$ cat config.mk
export PLATFORM = sky130hd
export DESIGN_NAME = spi_flash_master
export DESIGN_NICKNAME = d
export VERILOG_FILES = /design/src/rtl/spi_fm_pkg.sv /design/src/rtl/spi_fm_fifo.sv /design/src/rtl/spi_fm_engine.sv /design/src/rtl/spi_flash_master.sv
export SDC_FILE = /design/constraint.sdc
export NUM_CORES = 1
export LEC_CHECK = 0
export CORE_MARGIN = 8
export CORE_UTILIZATION = 60
export DETAILED_ROUTE_END_ITERATION = 12
export DONT_BUFFER_PORTS = 1
export PLACE_DENSITY_LB_ADDON = 0.3
export SYNTH_ARGS = -nofsm -noshare
export SYNTH_HDL_FRONTEND = slang
export SYNTH_SLANG_ARGS = --single-unit
$ cat constraint.sdc
create_clock -name clk -period 9.1 [get_ports clk]
set_clock_uncertainty 0.15 [all_clocks]
set_input_delay 0.91 -clock clk [delete_from_list [all_inputs] [get_ports clk]]
set_output_delay 0.91 -clock clk [all_outputs]
set_load 0.02 [all_outputs]
$ cat src/rtl/spi_fm_pkg.sv
`timescale 1ns/1ps
// Shared types and register offsets of the SPI flash master.
// Assumes a byte-addressed register port with word-aligned offsets.
package spi_fm_pkg;

    typedef enum logic [1:0] {
        CS_AUTO = 2'd0,
        CS_RSVD = 2'd1,
        CS_HOLD = 2'd2,
        CS_OFF  = 2'd3
    } cs_mode_t;

    typedef struct packed {
        logic [3:0] len;
        logic       dir_tx;
        logic       lsb_first;
        logic [1:0] proto;
    } fmt_t;

    localparam logic [7:0] OFS_DIV    = 8'h00;
    localparam logic [7:0] OFS_CLKMD  = 8'h04;
    localparam logic [7:0] OFS_CSMD   = 8'h18;
    localparam logic [7:0] OFS_FMT    = 8'h40;
    localparam logic [7:0] OFS_TXD    = 8'h48;
    localparam logic [7:0] OFS_RXD    = 8'h4C;
    localparam logic [7:0] OFS_TXCTL  = 8'h50;
    localparam logic [7:0] OFS_RXCTL  = 8'h54;
    localparam logic [7:0] OFS_IE     = 8'h70;
    localparam logic [7:0] OFS_IP     = 8'h74;

endpackage

$ cat src/rtl/spi_fm_fifo.sv
`timescale 1ns/1ps
// Synchronous FIFO with occupancy count.
// Assumes DEPTH >= 2. A push while full and a pop while empty are ignored.
// dout always shows the oldest entry.
module spi_fm_fifo #(
    parameter int W     = 8,
    parameter int DEPTH = 8,
    parameter int CW    = $clog2(DEPTH + 1)
) (
    input  logic          clk,
    input  logic          rst_n,
    input  logic          push,
    input  logic [W-1:0]  din,
    input  logic          pop,
    output logic [W-1:0]  dout,
    output logic [CW-1:0] count,
    output logic          full,
    output logic          empty
);
    localparam int AW = $clog2(DEPTH);

    logic [W-1:0]  mem [DEPTH];
    logic [AW-1:0] wr_ptr, rd_ptr;
    logic          do_push, do_pop;

    assign full    = (count == CW'(DEPTH));
    assign empty   = (count == '0);
    assign do_push = push && !full;
    assign do_pop  = pop && !empty;
    assign dout    = mem[rd_ptr];

    // Advance a pointer with wrap at DEPTH.
    function automatic logic [AW-1:0] nxt(input logic [AW-1:0] p);
        return (p == AW'(DEPTH - 1)) ? '0 : p + 1'b1;
    endfunction

    // Storage write.
    always_ff @(posedge clk) begin
        if (do_push) mem[wr_ptr] <= din;
    end

    // Pointer and occupancy update.
    always_ff @(posedge clk) begin
        if (!rst_n) begin
            wr_ptr <= '0;
            rd_ptr <= '0;
            count  <= '0;
        end else begin
            if (do_push) wr_ptr <= nxt(wr_ptr);
            if (do_pop)  rd_ptr <= nxt(rd_ptr);
            if (do_push && !do_pop)      count <= count + 1'b1;
            else if (do_pop && !do_push) count <= count - 1'b1;
        end
    end
endmodule

$ cat src/rtl/spi_fm_engine.sv
`timescale 1ns/1ps
// Serial engine: takes one byte per frame from the TX queue, shifts it out
// single-lane, captures input and drives the chip select per its mode.
// Frame settings (length, phase, order, direction) are latched when a frame
// starts. Clock polarity and chip-select mode act live.
module spi_fm_engine
    import spi_fm_pkg::*;
#(
    parameter int DIV_W = 12
) (
    input  logic             clk,
    input  logic             rst_n,
    input  logic [DIV_W-1:0] div,
    input  logic             cpol,
    input  logic             cpha,
    input  logic             lsb_first,
    input  logic             dir_tx,
    input  logic [3:0]       frame_len,
    input  cs_mode_t         cs_mode,
    input  logic             tx_valid,
    input  logic [7:0]       tx_data,
    output logic             tx_pop,
    output logic             rx_push,
    output logic [7:0]       rx_data,
    output logic             busy,
    output logic             dir_tx_l,
    output logic             sck,
    output logic             mosi,
    output logic             cs_n,
    input  logic             miso
);
    typedef enum logic [1:0] {ST_IDLE, ST_LEAD, ST_XFER, ST_TRAIL} st_t;

    st_t              state;
    logic [DIV_W-1:0] cnt;
    logic [4:0]       edge_n;
    logic [3:0]       bit_k;
    logic [3:0]       len_l;
    logic             cpha_l, lsb_l;
    logic             sck_ph, cs_act;
    logic [7:0]       tx_sh, rx_sh;
    logic             tick, last_edge, samp, launch;
    logic [3:0]       eff_len;

    // Map a bit index within the frame onto a byte position.
    function automatic logic [2:0] bpos(input logic [3:0] idx, input logic [3:0] n,
                                        input logic lsb);
        logic [3:0] t;
        t = n - 4'd1 - idx;
        return lsb ? idx[2:0] : t[2:0];
    endfunction

    assign eff_len   = (frame_len == 4'd0 || frame_len > 4'd8) ? 4'd8 : frame_len;
    assign tick      = (cnt == div);
    assign last_edge = (edge_n == (5'({len_l, 1'b0}) - 5'd1));
    assign samp      = ~edge_n[0] ^ cpha_l;
    assign launch    = ~samp && (cpha_l ? (edge_n != 5'd0) : !last_edge);

    assign tx_pop   = (state == ST_IDLE) && tx_valid;
    assign rx_push  = (state == ST_TRAIL) && tick && !dir_tx_l;
    assign rx_data  = rx_sh;
    assign busy     = (state != ST_IDLE);
    assign sck      = sck_ph ^ cpol;
    assign mosi     = tx_sh[bpos(bit_k, len_l, lsb_l)];
    assign cs_n     = ~cs_act;

    // Frame sequencer: lead-in, clock edges, tail, then select release.
    always_ff @(posedge clk) begin
        if (!rst_n) begin
            state    <= ST_IDLE;
            cnt      <= '0;
            edge_n   <= '0;
            bit_k    <= '0;
            len_l    <= 4'd8;
            cpha_l   <= 1'b0;
            lsb_l    <= 1'b0;
            dir_tx_l <= 1'b1;
            sck_ph   <= 1'b0;
            cs_act   <= 1'b0;
            tx_sh    <= '0;
            rx_sh    <= '0;
        end else begin
            case (state)
                ST_IDLE: begin
                    cnt <= '0;
                    if (cs_mode != CS_HOLD) cs_act <= 1'b0;
                    if (tx_valid) begin
                        tx_sh    <= tx_data;
                        rx_sh    <= '0;
                        len_l    <= eff_len;
                        cpha_l   <= cpha;
                        lsb_l    <= lsb_first;
                        dir_tx_l <= dir_tx;
                        edge_n   <= '0;
                        bit_k    <= '0;
                        cs_act   <= (cs_mode != CS_OFF);
                        state    <= ST_LEAD;
                    end
                end
                ST_LEAD: begin
                    if (tick) begin
                        cnt   <= '0;
                        state <= ST_XFER;
                    end else begin
                        cnt <= cnt + 1'b1;
                    end
                end
                ST_XFER: begin
                    if (tick) begin
                        cnt    <= '0;
                        sck_ph <= ~sck_ph;
                        if (samp)   rx_sh[bpos(edge_n[4:1], len_l, lsb_l)] <= miso;
                        if (launch) bit_k <= bit_k + 1'b1;
                        if (last_edge) state <= ST_TRAIL;
                        else           edge_n <= edge_n + 1'b1;
                    end else begin
                        cnt <= cnt + 1'b1;
                    end
                end
                default: begin
                    if (tick) begin
                        cnt <= '0;
                        if (cs_mode != CS_HOLD) cs_act <= 1'b0;
                        state <= ST_IDLE;
                    end else begin
                        cnt <= cnt + 1'b1;
                    end
                end
            endcase
        end
    end
endmodule

$ cat src/rtl/spi_flash_master.sv
`timescale 1ns/1ps
// SPI flash master: register file, TX and RX byte queues, serial engine,
// watermark flags and interrupt.
// Assumes one-cycle register accesses. Read data is combinational, and a read
// of the RX data register pops the queue at the end of that cycle.
module spi_flash_master
    import spi_fm_pkg::*;
#(
    parameter int ADDR_W     = 8,
    parameter int DIV_W      = 12,
    parameter int FIFO_DEPTH = 8,
    parameter int WM_W       = 16,
    parameter int DIV_RESET  = 3
) (
    input  logic              clk,
    input  logic              rst_n,
    input  logic              reg_sel,
    input  logic              reg_we,
    input  logic [ADDR_W-1:0] reg_addr,
    input  logic [31:0]       reg_wdata,
    output logic [31:0]       reg_rdata,
    output logic              irq,
    output logic              spi_sck,
    output logic              spi_cs_n,
    output logic              spi_mosi,
    input  logic              spi_miso
);
    localparam int CNT_W = $clog2(FIFO_DEPTH + 1);

    logic [DIV_W-1:0] div_q;
    logic             cpol_q, cpha_q;
    cs_mode_t         cs_mode_q;
    fmt_t             fmt_q;
    logic [WM_W-1:0]  txwm_q, rxwm_q;
    logic [1:0]       ie_q, ip;
    logic             wr_en, rd_en, tx_push, rx_pop;
    logic [7:0]       tx_head, rx_head, rx_in;
    logic [CNT_W-1:0] tx_count, rx_count;
    logic             tx_full, tx_empty, rx_full, rx_empty;
    logic             eng_pop, eng_push, eng_busy, eng_dir_l;
    logic             wdata_unused, rx_full_unused;

    assign wr_en   = reg_sel && reg_we;
    assign rd_en   = reg_sel && !reg_we;
    assign tx_push = wr_en && (reg_addr == ADDR_W'(OFS_TXD));
    assign rx_pop  = rd_en && (reg_addr == ADDR_W'(OFS_RXD));

    assign wdata_unused   = ^reg_wdata[31:20];
    assign rx_full_unused = rx_full;

    // Configuration register writes.
    always_ff @(posedge clk) begin
        if (!rst_n) begin
            div_q     <= DIV_W'(DIV_RESET);
            cpol_q    <= 1'b0;
            cpha_q    <= 1'b0;
            cs_mode_q <= CS_AUTO;
            fmt_q     <= '{len: 4'd8, dir_tx: 1'b1, lsb_first: 1'b0, proto: 2'd0};
            txwm_q    <= '0;
            rxwm_q    <= '0;
            ie_q      <= '0;
        end else if (wr_en) begin
            case (reg_addr)
                ADDR_W'(OFS_DIV):   div_q     <= reg_wdata[DIV_W-1:0];
                ADDR_W'(OFS_CLKMD): {cpha_q, cpol_q} <= reg_wdata[1:0];
                ADDR_W'(OFS_CSMD):  cs_mode_q <= cs_mode_t'(reg_wdata[1:0]);
                ADDR_W'(OFS_FMT):   fmt_q     <= '{len: reg_wdata[19:16], dir_tx: reg_wdata[3],
                                                   lsb_first: reg_wdata[2], proto: reg_wdata[1:0]};
                ADDR_W'(OFS_TXCTL): txwm_q    <= reg_wdata[WM_W-1:0];
                ADDR_W'(OFS_RXCTL): rxwm_q    <= reg_wdata[WM_W-1:0];
                ADDR_W'(OFS_IE):    ie_q      <= reg_wdata[1:0];
                default: ;
            endcase
        end
    end

    spi_fm_fifo #(.W(8), .DEPTH(FIFO_DEPTH), .CW(CNT_W)) u_txq (
        .clk(clk), .rst_n(rst_n),
        .push(tx_push), .din(reg_wdata[7:0]),
        .pop(eng_pop), .dout(tx_head),
        .count(tx_count), .full(tx_full), .empty(tx_empty)
    );

    spi_fm_fifo #(.W(8), .DEPTH(FIFO_DEPTH), .CW(CNT_W)) u_rxq (
        .clk(clk), .rst_n(rst_n),
        .push(eng_push), .din(rx_in),
        .pop(rx_pop), .dout(rx_head),
        .count(rx_count), .full(rx_full), .empty(rx_empty)
    );

    spi_fm_engine #(.DIV_W(DIV_W)) u_eng (
        .clk(clk), .rst_n(rst_n),
        .div(div_q), .cpol(cpol_q), .cpha(cpha_q),
        .lsb_first(fmt_q.lsb_first), .dir_tx(fmt_q.dir_tx), .frame_len(fmt_q.len),
        .cs_mode(cs_mode_q),
        .tx_valid(!tx_empty), .tx_data(tx_head), .tx_pop(eng_pop),
        .rx_push(eng_push), .rx_data(rx_in),
        .busy(eng_busy), .dir_tx_l(eng_dir_l),
        .sck(spi_sck), .mosi(spi_mosi), .cs_n(spi_cs_n), .miso(spi_miso)
    );

    // Watermark flags and interrupt request.
    always_comb begin
        ip[0] = WM_W'(tx_count) < txwm_q;
        ip[1] = WM_W'(rx_count) > rxwm_q;
        irq   = |(ip & ie_q);
    end

    // Read data selection.
    always_comb begin
        reg_rdata = '0;
        case (reg_addr)
            ADDR_W'(OFS_DIV):   reg_rdata[DIV_W-1:0] = div_q;
            ADDR_W'(OFS_CLKMD): reg_rdata[1:0] = {cpha_q, cpol_q};
            ADDR_W'(OFS_CSMD):  reg_rdata[1:0] = cs_mode_q;
            ADDR_W'(OFS_FMT):   reg_rdata = {12'd0, fmt_q.len, 12'd0, fmt_q.dir_tx,
                                             fmt_q.lsb_first, fmt_q.proto};
            ADDR_W'(OFS_TXD):   reg_rdata[31] = tx_full;
            ADDR_W'(OFS_RXD):   reg_rdata = rx_empty ? 32'h8000_0000 : {24'd0, rx_head};
            ADDR_W'(OFS_TXCTL): reg_rdata[WM_W-1:0] = txwm_q;
            ADDR_W'(OFS_RXCTL): reg_rdata[WM_W-1:0] = rxwm_q;
            ADDR_W'(OFS_IE):    reg_rdata[1:0] = ie_q;
            ADDR_W'(OFS_IP):    reg_rdata[1:0] = ip;
            default: ;
        endcase
    end
endmodule

==> Word-level counts from Yosys, hierarchy flattened <==
Memories as Yosys holds them, arrays and structs flattened. A register that Yosys moved wholly into a read port is not among the register bits.
Index checks and enable logic that the tools add are counted.
{ "totals": {"ff_bits": 118, "mem_bits_rw": 128, "inputBits": 45, "output_inout_bits": 36, "elab_cells": 198, "n_memories": 2} }
{ "classes": {"add_sub_neg": 15, "order_cmp": 6, "n_eq_ne": 29, "n_mux": 51, "bitwise": 10, "reduce_logical": 57} }
{ "mem_list": {"columns": ["memory", "words", "width", "read_ports", "rd_clocked_by_memory_dff", "write_ports", "line_no", "rtl"], "rows": [
  ["u_rxq.mem", 8, 8, 1, 1, 1, "spi_fm_fifo.sv:22", "logic [W-1:0] mem [DEPTH];"],
  ["u_txq.mem", 8, 8, 1, 1, 1, "spi_fm_fifo.sv:22", null]
]} }
{ "ops": {"columns": ["cell", "count"], "rows": [
  ["$eq A8 B7 Y1 const B", 7],
  ["$pmux W10 S5", 1],
  ["$mux W32", 1],
  ["$mux W4", 8],
  ["$pmux W15 S2", 1],
  ["$mux W3", 8],
  ["$mux W8", 3],
  ["$reduce_and A2 Y1", 10],
  ["$pmux W2 S9", 1],
  ["$logic_and A1 B1 Y1", 17],
  ["$gt A4 B16 Y1", 1],
  ["$lt A4 B16 Y1", 1],
  ["$pmux W8 S2", 1],
  ["$mux W5", 3],
  ["$add A12 B1 Y12 const B", 1],
  ["$add A3 B1 Y3 const B", 4],
  ["$add A4 B1 Y4 const B", 3],
  ["$eq A12 B12 Y1", 1],
  ["$eq A3 B3 Y1 const B", 4],
  ["$logic_not A1 Y1", 12],
  ["$logic_not A4 Y1", 3],
  ["$pmux W4 S3", 1],
  ["$reduce_and A4 Y1", 3],
  ["$mux W1", 10],
  ["other kinds (35)", 63]
]} }

==> Logic depth before layout (Yosys ltp) <==
Gate-level depths: netlist (run 1).
{ "depth": {"ltp_word": 11, "mapped_depth": 15, "ltp_nobuf": 12} }

==> Hierarchy <==
A second synthesis (run 1) with hierarchy kept.
{ "hier_totals": {"cells_unflattened": 985, "hier_area_um2": 12315.6} }
{ "by_module_without_submodules": {"columns": ["module", "instances", "cells_each", "area_each_um2", "seq_area_each_um2"], "rows": [
  ["spi_fm_fifo", 2, 169, 3184.3, 2182.1],
  ["spi_flash_master", 1, 349, 3296.9, 1161.1],
  ["spi_fm_engine", 1, 298, 2650.0, 940.9]
]} }

==> Worst setup path after synthesis (run 1) <==
No wires, ideal clock.
{ "synth_path": {"kind": "input to register", "from": "in reg_addr[5]", "to": "reg u_rxq.count[3]", "setup_time_ns": 0.070, "t_arrival_ns": 3.690, "required_ns": 8.880, "slack_ns": 5.190, "stages": 15, "n_path_buf": 3, "cell_sequence": "buf_4 nor2_2 nand4_4 or3b_1 buf_2 or3b_1 buf_2 ha_1 inv_1 ha_1 a21o_1 a21oi_1 xnor2_1 or3_1 a21oi_1"} }
{ "synth_between": {"elab_chain_cells": 6, "elab_cells_between_ends": 8, "classes_between": "eq/ne: 1; mux: 1; reduce/logical: 6"} }
{ "synth_rtl": {"columns": ["element", "line_no", "rtl"], "rows": [
  ["from (decl)", "spi_flash_master.sv:19", "input logic [ADDR_W-1:0] reg_addr,"],
  ["$eq A8 B7 Y1 *", "spi_flash_master.sv:46", "assign rx_pop = rd_en && (reg_addr == ADDR_W'(OFS_RXD));"],
  ["$logic_and A1 B1 Y1 *", "spi_flash_master.sv:46", null],
  ["$logic_and A1 B1 Y1 *", "spi_fm_fifo.sv:29", "assign do_pop = pop && !empty;"],
  ["$logic_not A1 Y1", "spi_fm_fifo.sv:51", "if (do_push && !do_pop) count <= count + 1'b1;"],
  ["$logic_and A1 B1 Y1", "spi_fm_fifo.sv:51", null],
  ["$mux W4 / $reduce_bool A2 Y1 (equally long branches)", null, null],
  ["to (signal assigned)", "spi_fm_fifo.sv:51", null],
  ["to (signal assigned)", "spi_fm_fifo.sv:52", "else if (do_pop && !do_push) count <= count - 1'b1;"],
  ["to (decl)", "spi_fm_fifo.sv:16", "output logic [CW-1:0] count,"]
]} }
Every way passes the cells marked *; elsewhere a longest branch is shown, timed or not.
A chain may end at the register's enable or synchronous reset.

==> Final worst setup path (run 1) <==
{ "layout_path": {"from": "reg div_q[3]", "to": "reg u_rxq.count[3]"} }
{ "layout_between": {"elab_chain_cells": 7, "elab_cells_between_ends": 9, "classes_between": "eq/ne: 1; mux: 1; reduce/logical: 7"} }
{ "layout_rtl": {"columns": ["element", "line_no", "rtl"], "rows": [
  ["from (decl)", "spi_flash_master.sv:30", "logic [DIV_W-1:0] div_q;"],
  ["from (signal assigned)", "spi_flash_master.sv:54", "div_q <= DIV_W'(DIV_RESET);"],
  ["from (signal assigned)", "spi_flash_master.sv:64", "ADDR_W'(OFS_DIV): div_q <= reg_wdata[DIV_W-1:0];"],
  ["$eq A12 B12 Y1 *", "spi_fm_engine.sv:54", "assign tick = (cnt == div);"],
  ["$logic_and A1 B1 Y1 * (2 in a row)", "spi_fm_engine.sv:60", "assign rx_push = (state == ST_TRAIL) && tick && !dir_tx_l;"],
  ["$logic_and A1 B1 Y1 *", "spi_fm_fifo.sv:28", "assign do_push = push && !full;"],
  ["net u_rxq.do_push", "spi_fm_fifo.sv:24", "logic do_push, do_pop;"],
  ["$logic_not A1 Y1", "spi_fm_fifo.sv:52", null],
  ["$logic_and A1 B1 Y1", "spi_fm_fifo.sv:52", null],
  ["$reduce_bool A2 Y1 (no line)", null, null]
]} }
Mark *: on every way through the listed nets, which the timed path passes. The rest lies on a longest branch.

==> flow_metrics.env, run 1 <==
export IMPL_synthDistinctLibCells=61
export IMPL_worst_setup_path_type="flop to flop"
export IMPL_drc=0
export IMPL_grt_busiest_layer="met2"
export IMPL_synthTopCellsByArea="edfxtp_1 (33%), dfxtp_1 (22%), mux4_2 (6.7%), ha_1 (3.6%), mux2i_1 (3.6%)"
export IMPL_ys_warn_count=0
export IMPL_globalRouteOverflowTotal=0
export IMPL_required_ps=9390
export IMPL_clkTransAtPathRegs_ps=60
export IMPL_met1_usage=0.296
export IMPL_setup_viol=0
export IMPL_p_leak_nw=4.31
export IMPL_clk_latency_ps=540
export IMPL_drv_cap=0
export IMPL_syn2layout_area_growth_pct=9.17
export IMPL_ys_seq_elements=256
export IMPL_final_max_slew_violation_count=0
export IMPL_cts_tree="done"
export IMPL_cts_buffers=26
export IMPL_synth_avg_cell_area_sq_um=11.3
export IMPL_peakVddDrop_uv=150
export IMPL_finalSetupTns_ps=0
export IMPL_port_buffers=0
export IMPL_postCtsHoldBufs=0
export IMPL_status="complete, no violations"
export IMPL_ys_top_cells_by_count="dfxtp_1 (128), edfxtp_1 (128), nand2_1 (108)"
export IMPL_period_minus_slack_ps=4060
export IMPL_seq_area_frac_synth=0.557
export IMPL_grt_pass1_wl_mm=40.2
export IMPL_rr_endpoint="u_rxq.count[3]$_SDFFE_PN0P_"
export IMPL_design_area_sq_um=12600
export IMPL_max_slew_worst_pin_slew_ps=1020
export IMPL_cp_start_kind="flop"
export IMPL_drt_vias_per_instance=6.21
export IMPL_finalWirelength_mm=25.3
export IMPL_synth_area_leader_cell="edfxtp_1"
export IMPL_worst_setup_path_end_kind="flop"
export IMPL_clkSinkCount=256
export IMPL_power_density_nw_per_um2=230
export IMPL_ys_flop_type="edfxtp_1"
export IMPL_placed_area_sq_um=11600
export IMPL_cts_max_path_buffers=3
export IMPL_setup_worst_path_end="u_rxq.count[3]$_SDFFE_PN0P_"
export IMPL_syn_area_sq_um=11500
export IMPL_synthArstFlopShare=0
export IMPL_hold_violations=0
export IMPL_r2r_start="div_q[3]$_SDFFE_PN0P_"
export IMPL_grtUsageTotal=0.210
export IMPL_rsz0062_at_grt="false"
export IMPL_ant_nets=0
export IMPL_slew_headroom=0.323
export IMPL_cts_resized=0
export IMPL_htree_levels=1
export IMPL_ff2ff_setup_slack_ps=5040
export IMPL_grt_util_met3=0.0371
export IMPL_cts_setup_buffers=0
export IMPL_nFillCells=1380
export IMPL_grt_max_degree=92
export IMPL_coreArea_sq_um=18800
export IMPL_vias=7770
export IMPL_max_freq_mhz=247
export IMPL_nets=1080
export IMPL_ios=81
export IMPL_drive_gt1_frac=0.107
export IMPL_place_congestion=0.873
export IMPL_synth_edf_count=128
export IMPL_rows=50
export IMPL_path_max_fanout=6
export IMPL_grt_pass1_vias=7323
export IMPL_rr_worst_depth=12
export IMPL_start_util=0.613
export IMPL_antenna_cells=0
export IMPL_wire_per_inst_um=20.2
export IMPL_die_area_sq_um=23900
export IMPL_die_height_um=154
export IMPL_first_pass_iters=5
export IMPL_hold_path_class="primary input to flop"
export IMPL_cp_arrival_ps=4350
export IMPL_synthDominantCellAreaShare=0.334
export IMPL_place_hpwl_mm=16.9
export IMPL_die_w_um=154
export IMPL_synth_cells=1014
export IMPL_fin_crit_sh=0.446
export IMPL_drtIter0Drc=823
export IMPL_grt_antenna_before_repair=0
export IMPL_startpoint="div_q[3]$_SDFFE_PN0P_"
export IMPL_met2_usage=0.329
export IMPL_cts_root_buf="clkbuf_16"
==> area by class of cell <==
type,count,area [sq um],area share
Clock buffer,31,711,0.0566
Clock inverter,17,201,0.0160
Inverter,30,113,0.00897
Multi-Input combinational cell,672,4740,0.378
Sequential cell,256,6410,0.510
Tap cell,234,293,0.0233
Timing Repair Buffer,12,90.1,0.00717
==> flip-flops by register name, indices dropped and copies added (netlist names), 3 cells and up, named ones only <==
register and cells:
div_q 12, u_txq.mem 64, txwm_q 16, u_eng.tx_sh 8, u_txq.count 4, rxwm_q 16
u_rxq.wr_ptr 3, u_rxq.mem 64, u_eng.len_l 4, u_eng.bit_k 3, u_eng.cnt 12, u_rxq.count 4
u_txq.rd_ptr 3, u_eng.rx_data 8, u_rxq.rd_ptr 3, fmt_q 8, u_txq.wr_ptr 3, u_eng.edge_n 5
==> worst min-delay path by stage <==
| stage | end | slack (ps) | cells past startpoint | startpoint |
|---|---|---|---|---|
| after floorplan | fmt_q[1]$_SDFFE_PN0P_ | 290 | 2 | fmt_q[1]$_SDFFE_PN0P_ |
| after detailed placement | txwm_q[1]$_SDFFE_PN0P_ | 300 | 2 | txwm_q[1]$_SDFFE_PN0P_ |
| after global placement | fmt_q[1]$_SDFFE_PN0P_ | 290 | 2 | fmt_q[1]$_SDFFE_PN0P_ |
| after CTS | div_q[0]$_SDFFE_PN1P_ | 290 | 1 | rst_n |
| after global routing | fmt_q[7]$_SDFFE_PN1P_ | 300 | 1 | rst_n |
| final | div_q[0]$_SDFFE_PN1P_ | 300 | 1 | rst_n |
==> cell usage in the layout, fill, tap and decap left out, types with 6 or more instances in the layout <==
master	instances
nand4_1	8
o21ai_0	17
conb_1	11
ha_1	33
or3_1	6
inv_1	29
mux2i_1	41
dfxtp_1	128
and2_1	8
nand2_1	108
nand3_1	69
and3_1	6
a21oi_1	75
buf_4	12
nor2_1	87
a22o_1	8
edfxtp_1	128
a211oi_1	9
nand2b_1	10
xnor2_1	14
xor2_1	24
nor4_1	13
mux4_2	34
nor3_1	13
a32oi_1	6
clkbuf_16	27
==> per-stage QoR <==
step / total power, mW / setup slack (ps) / hold WS, ps / cells / util
after floorplan: 1.69 / 5190 / 286 / 1024 / -
after global placement: 1.78 / 5050 / 294 / 1204 / 0.620
after detailed placement: 1.79 / 4970 / 301 / 1204 / 0.620
after CTS: 2.90 / 5100 / 285 / 1252 / 0.669
after global routing: 3.01 / 4770 / 298 / 1252 / 0.669
final: 2.89 / 5040 / 304 / 1252 / 0.669
==> critical path: stages (launching register included) <==
cell and delay [ps]:
dfxtp_1 350, xor2_1 170, nor4_1 400, nand3_1 440, a2111oi_2 880, ha_1 320, inv_1 90, ha_1 270
a21o_1 170, a21oi_1 160, xnor2_1 110, or3_1 310, a21oi_1 130
==> metal layers <==
metal,vias up,wire length [um]
met5,-,0
met4,0,500
met3,32,1950
met2,253,11700
met1,3831,11100
li1,3654,-
==> kinds of logic after synthesis <==
kind of cell,share of synthesized area
AO/OA/AOI/OAI,0.0829
flip-flops,0.557
AND/OR/NAND/NOR,0.147
adder cells (fa/ha/maj),0.0429
multiplexers,0.105
XOR/XNOR,0.0289
other,0.000326
buffers and inverters,0.0356
==> power breakdown <==
group	switching [mW]	leakage, nW	internal [mW]	total (mW)
clock	0.443	0.436	0.672	1.11
sequential	0.0459	2.21	1.24	1.29
combinational	0.291	1.67	0.194	0.485
(Power assumes the default switching activity.)
==> run 2: changes to the inputs <==
--- a/config.mk
+++ b/config.mk
@@ -6,7 +6,7 @@
 export NUM_CORES = 1
 export LEC_CHECK = 0
 export CORE_MARGIN = 8
-export CORE_UTILIZATION = 60
+export CORE_UTILIZATION = 57
 export DETAILED_ROUTE_END_ITERATION = 12
 export DONT_BUFFER_PORTS = 1
 export PLACE_DENSITY_LB_ADDON = 0.3
==> constraint.sdc (replaced) <==
create_clock -name clk -period 3.7 [get_ports clk]
set_clock_uncertainty 0.15 [all_clocks]
set_input_delay 0.37 -clock clk [delete_from_list [all_inputs] [get_ports clk]]
set_output_delay 0.37 -clock clk [all_outputs]
set_load 0.02 [all_outputs]
==> run 2 against run 1 <==
Combinational power rose to 2.6 times the previous value. Critical path depth fell by 7. Sequential share of layout area shrank 1.8 points. Via count up 3.1%. Global-route usage up 0.72 points.
==> flow_metrics.env, run 2 (synthesized netlist as in run 1, its figures left out) <==
export IMPL_status="complete, no violations"
export IMPL_worst_setup_path_type="flop to output pin"
export IMPL_ant_nets=0
export IMPL_path_max_fanout=9
export IMPL_cp_arrival_ps=2810
export IMPL_cp_start_kind="flop"
export IMPL_cts_buffers=27
export IMPL_cts_setup_buffers=0
export IMPL_rows=52
export IMPL_hold_violations=0
export IMPL_drt_vias_per_instance=6.01
export IMPL_max_freq_mhz=300
export IMPL_grt_pass1_wl_mm=41.9
export IMPL_rr_worst_depth=11
export IMPL_power_frac_comb=0.175
export IMPL_placedCellCount=1257
export IMPL_grtUsageTotal=0.217
export IMPL_port_buffers=0
export IMPL_htree_levels=1
export IMPL_clk_latency_ps=550
export IMPL_grt_antenna_before_repair=0
export IMPL_grt_max_degree=74
export IMPL_final_max_slew_violation_count=0
export IMPL_cts_max_path_buffers=3
export IMPL_wire_per_inst_um=20.0
export IMPL_place_hpwl_mm=17.4
export IMPL_nFillCells=1593
export IMPL_hold_path_class="primary input to flop"
export IMPL_vias=8010
export IMPL_globalRouteOverflowTotal=0
export IMPL_die_area_sq_um=25000
export IMPL_start_util=0.574
export IMPL_power_frac_clock=0.389
export IMPL_critPathBufInv=0
export IMPL_crit_slowest_cell="dfxtp_1"
export IMPL_period_minus_slack_ps=3330
export IMPL_max_slew_worst_pin_slew_ps=1030
export IMPL_first_pass_iters=5
export IMPL_clkTransAtPathRegs_ps=60
export IMPL_die_height_um=158
export IMPL_totalPowerFinal_mw=7.26
export IMPL_nets=1122
export IMPL_place_ws_ps=268
export IMPL_rsz0062_at_grt="false"
export IMPL_fin_crit_sh=0.900
export IMPL_drc=0
export IMPL_final_cells=1333
export IMPL_p_int_mw=5.27
export IMPL_min_path_cells=2
export IMPL_top_layer="met4"
export IMPL_dr_wl_met2_mm=12.2
export IMPL_postCtsHoldBufs=24
export IMPL_peakVddDrop_uv=429
export IMPL_layout_setup_ws_ps=369
export IMPL_path_cells="mux4_2 -> mux2i_1 -> nor2_1 -> a2111oi_0 -> nand2_1"
export IMPL_p_leak_nw=4.55
export IMPL_crit_family="multiplexers"
export IMPL_syn2layout_area_growth_pct=13.2
export IMPL_cts_root_buf="clkbuf_16"
export IMPL_power_frac_seq=0.436
export IMPL_finalWirelength_mm=26.7
export IMPL_placed_area_sq_um=11800
export IMPL_setup_viol=0
export IMPL_reg_top3="u_rxq.mem x64, u_txq.mem x64"
export IMPL_drtIter0Drc=694
export IMPL_finalSetupTns_ps=0
export IMPL_layout_common_cells="dfxtp_1 (128), edfxtp_1 (128), nand2_1 (108)"
export IMPL_worst_setup_path_end_kind="output pin"
export IMPL_ios=81
export IMPL_grt_pass1_vias=7681
export IMPL_die_w_um=158
export IMPL_place_congestion=0.881
export IMPL_cts_tree="done"
export IMPL_design_area_sq_um=13000
export IMPL_drive_gt1_frac=0.121
export IMPL_cts_resized=0
export IMPL_p_sw_mw=1.98
export IMPL_clkSinkCount=256
export IMPL_slowest_delay_ps=720
export IMPL_slew_headroom=0.306
export IMPL_drv_cap=0
export IMPL_m1WireLength_mm=11.4
export IMPL_switching_share=0.274
export IMPL_route_met3_wl_mm=2.31
export IMPL_required_ps=3180
export IMPL_coreArea_sq_um=20000
export IMPL_power_density_nw_per_um2=557
export IMPL_worstSetupPathDepth=5
-- run 2: power groups by stage --
stage | Clock [mW] | Combinational [mW] | Sequential (mW)
floorplan | 0 | 1.00 | 3.17
global placement | 0 | 1.19 | 3.22
detailed placement | 0 | 1.21 | 3.22
CTS | 2.86 | 1.27 | 3.17
global route | 2.98 | 1.40 | 3.18
finish | 2.82 | 1.27 | 3.17
-- run 2: area by class of cell --
class	instances	area [sq um]	share of cell area
Timing Repair Buffer	53	458	0.0352
Antenna cell	2	5.00	0.000384
Tap cell	270	338	0.0259
Inverter	30	113	0.00865
Clock buffer	37	818	0.0628
Multi-Input combinational cell	672	4740	0.364
Clock inverter	13	140	0.0108
Sequential cell	256	6410	0.492
-- run 2: metal layers --
layer | vias to the layer above | GRT usage
met1 | 3922 | 0.294
met4 | 0 | 0.0754
met3 | 46 | 0.0491
met2 | 304 | 0.339
met5 | - | 0
li1 | 3738 | -
-- run 2: worst paths after layout --
path / slack [ps] / startpoint / endpoint
worst max-delay path: 370 / flop / reg_rdata[1]
worst min register to register: 320 / fmt_q[0]$_SDFFE_PN0P_ / fmt_q[0]$_SDFFE_PN0P_
worst max register to register: 540 / u_rxq.count[0]$_SDFFE_PN0P_ / u_rxq.count[3]$_SDFFE_PN0P_
worst min-delay path: 60 / rst_n / u_eng.cnt[0]$_SDFF_PP0_
-- run 2: stage by stage --
stage,util,hold slack [ps]
after floorplan,-,286
after global placement,0.590,295
after detailed placement,0.590,305
after CTS,0.650,40.0
after global routing,0.650,44.7
final,0.650,63.2
==> run 3: changes to the inputs <==
--- a/config.mk
+++ b/config.mk
@@ -10,6 +10,7 @@
 export DETAILED_ROUTE_END_ITERATION = 12
 export DONT_BUFFER_PORTS = 1
 export PLACE_DENSITY_LB_ADDON = 0.3
+export SETUP_SLACK_MARGIN = 0.15
 export SYNTH_ARGS = -nofsm -noshare
 export SYNTH_HDL_FRONTEND = slang
 export SYNTH_SLANG_ARGS = --single-unit
==> constraint.sdc (replaced) <==
create_clock -name clk -period 3.7 [get_ports clk]
set_clock_uncertainty 0.15 [all_clocks]
set_input_delay 0.37 -clock clk [delete_from_list [all_inputs] [get_ports clk]]
set_output_delay 0.37 -clock clk [all_outputs]
set_load 0.1 [all_outputs]
==> run 3 against run 2 <==
Global-route usage grew 0.20 points. Via count is 0.17% lower. Critical path depth up 2. Sequential power barely moved. Hold slack got worse by 21 ps. Critical path type unchanged. Critical endpoint is now reg_rdata[0].
==> flow_metrics.env, run 3 (synthesized netlist as in run 1, its figures left out) <==
export IMPL_hold_path_class="primary input to flop"
export IMPL_grt_antenna_before_repair=0
export IMPL_rr_endpoint="u_rxq.count[3]$_SDFFE_PN0P_"
export IMPL_port_buffers=0
export IMPL_fin_crit_sh=0.935
export IMPL_ios=81
export IMPL_syn2layout_area_growth_pct=14.0
export IMPL_max_freq_mhz=289
export IMPL_rr_worst_depth=11
export IMPL_required_ps=3180
export IMPL_path_max_fanout=8
export IMPL_rsz0062_at_grt="false"
export IMPL_ant_nets=0
export IMPL_layout_commonest_cell="edfxtp_1"
export IMPL_final_max_slew_violation_count=0
export IMPL_power_density_nw_per_um2=543
export IMPL_clk_latency_ps=540
export IMPL_utilization=0.655
export IMPL_place_congestion=0.871
export IMPL_finalSetupTns_ps=0
export IMPL_peakVddDrop_uv=369
export IMPL_cp_arrival_ps=2940
export IMPL_drive_gt1_frac=0.143
export IMPL_vias=7996
export IMPL_max_slew_worst_pin_slew_ps=1110
export IMPL_r2r_start="u_rxq.count[0]$_SDFFE_PN0P_"
export IMPL_first_pass_iters=5
export IMPL_drtIter0Drc=674
export IMPL_htree_levels=1
export IMPL_p_leak_nw=4.64
export IMPL_status="complete, no violations"
export IMPL_grt_max_degree=65
export IMPL_cts_tree="done"
export IMPL_grtUsageTotal=0.219
export IMPL_cts_root_buf="clkbuf_16"
export IMPL_place_hpwl_mm=18.0
export IMPL_worst_setup_path_end_kind="output pin"
export IMPL_clkTransAtPathRegs_ps=60
export IMPL_met2_usage=0.367
export IMPL_grt_busiest_layer="met2"
export IMPL_clkSinkCount=256
export IMPL_coreArea_sq_um=20000
export IMPL_drt_vias_per_instance=5.93
export IMPL_grt_pass1_wl_mm=42.4
export IMPL_reg_top3="u_rxq.mem x64, u_txq.mem x64"
export IMPL_setup_viol=0
export IMPL_die_area_sq_um=25000
export IMPL_met1_usage=0.284
export IMPL_min_path_cells=3
export IMPL_finalWirelength_mm=27.1
export IMPL_period_minus_slack_ps=3460
export IMPL_cp_start_kind="flop"
export IMPL_wire_per_inst_um=20.1
export IMPL_whs_endpoint="cpha_q$_SDFFE_PN0P_"
export IMPL_die_w_um=158
export IMPL_grt_util_met3=0.0412
export IMPL_slew_headroom=0.260
export IMPL_nFillCells=1589
export IMPL_grt_pass1_vias=7984
export IMPL_drv_cap=0
export IMPL_cts_setup_buffers=0
export IMPL_hold_violations=0
export IMPL_cts_max_path_buffers=3
export IMPL_start_util=0.574
export IMPL_drc=0
export IMPL_nets=1142
export IMPL_ff2ff_setup_slack_ps=490
export IMPL_worst_setup_path_type="flop to output pin"
export IMPL_globalRouteOverflowTotal=0
export IMPL_hp_start="reg_addr[4]"
export IMPL_cts_buffers=26
export IMPL_antenna_cells=0
export IMPL_rows=52
export IMPL_die_height_um=158
export IMPL_layout_common_cells="edfxtp_1 (128), dfxtp_1 (127), nand2_1 (108)"
-- run 3: cell type report --
type                            count  area (sq um)  share of cell area
Multi-Input combinational cell    672          4800               0.366
Sequential cell                   256          6410               0.488
Clock buffer                       36           734              0.0560
Inverter                           30           113             0.00858
Tap cell                          270           338              0.0258
Timing Repair Buffer               74           616              0.0469
Clock inverter                     10           111             0.00849
-- run 3: critical path, stage by stage (launching register included) --
cell	delay, ps
dfxtp_1	370
nor4_1	440
or3b_1	200
buf_4	200
nor2_1	90
a2111oi_1	660
o31ai_4	170
buf_4	270
-- run 3: per-stage QoR --
step                      hold slack (ps)  total power [mW]  worst slack, ps  instances  cell area (sq um)
after global routing                 24.4              7.40              162       1348              13100
after global placement                295              4.50              301       1278              12000
after floorplan                       286              4.25              212       1024              11500
final                                42.4              7.13              239       1348              13100
after detailed placement              304              4.53              247       1278              12000
after CTS                            16.2              7.16              221       1348              13100
-- run 3: worst max-delay path by stage --
stage | startpoint | end | slack, ps | cells after the start
3_5_place_dp | reg_addr[1] | u_rxq.count[3]$_SDFFE_PN0P_ | 250 | 12
4_1_cts | u_eng.len_l[0]$_SDFFE_PN0P_ | spi_mosi | 220 | 6
2_1_floorplan | flop | reg_rdata[4] | 210 | 5
3_3_place_gp | reg_addr[1] | u_rxq.count[3]$_SDFFE_PN0P_ | 300 | 12
5_1_grt | flop | reg_rdata[0] | 160 | 6
6_report | u_rxq.count[0]$_SDFFE_PN0P_ | reg_rdata[0] | 240 | 7
-- run 3: power by group --
part | switching, mW | total (mW) | internal [mW] | leakage (nW)
sequential | 0.139 | 3.19 | 3.05 | 2.22
combinational | 0.821 | 1.34 | 0.523 | 1.99
clock | 1.07 | 2.59 | 1.53 | 0.423
total | 2.03 | 7.13 | 5.10 | 4.64
-- run 3: metal layers --
| metal | up-vias | wire length [um] |
|---|---|---|
| met3 | 48 | 1980 |
| met2 | 276 | 13100 |
| met4 | 0 | 621 |
| li1 | 3778 | - |
| met1 | 3894 | 11400 |
| met5 | - | 0 |
-- run 3: timing repair --
item | 4_1_cts | 5_1_grt
endpoints found under the hold margin | 135 | 0
resized for setup | 2 | 1
hold buffers | 24 | 0
setup endpoints to repair | 1 | 1
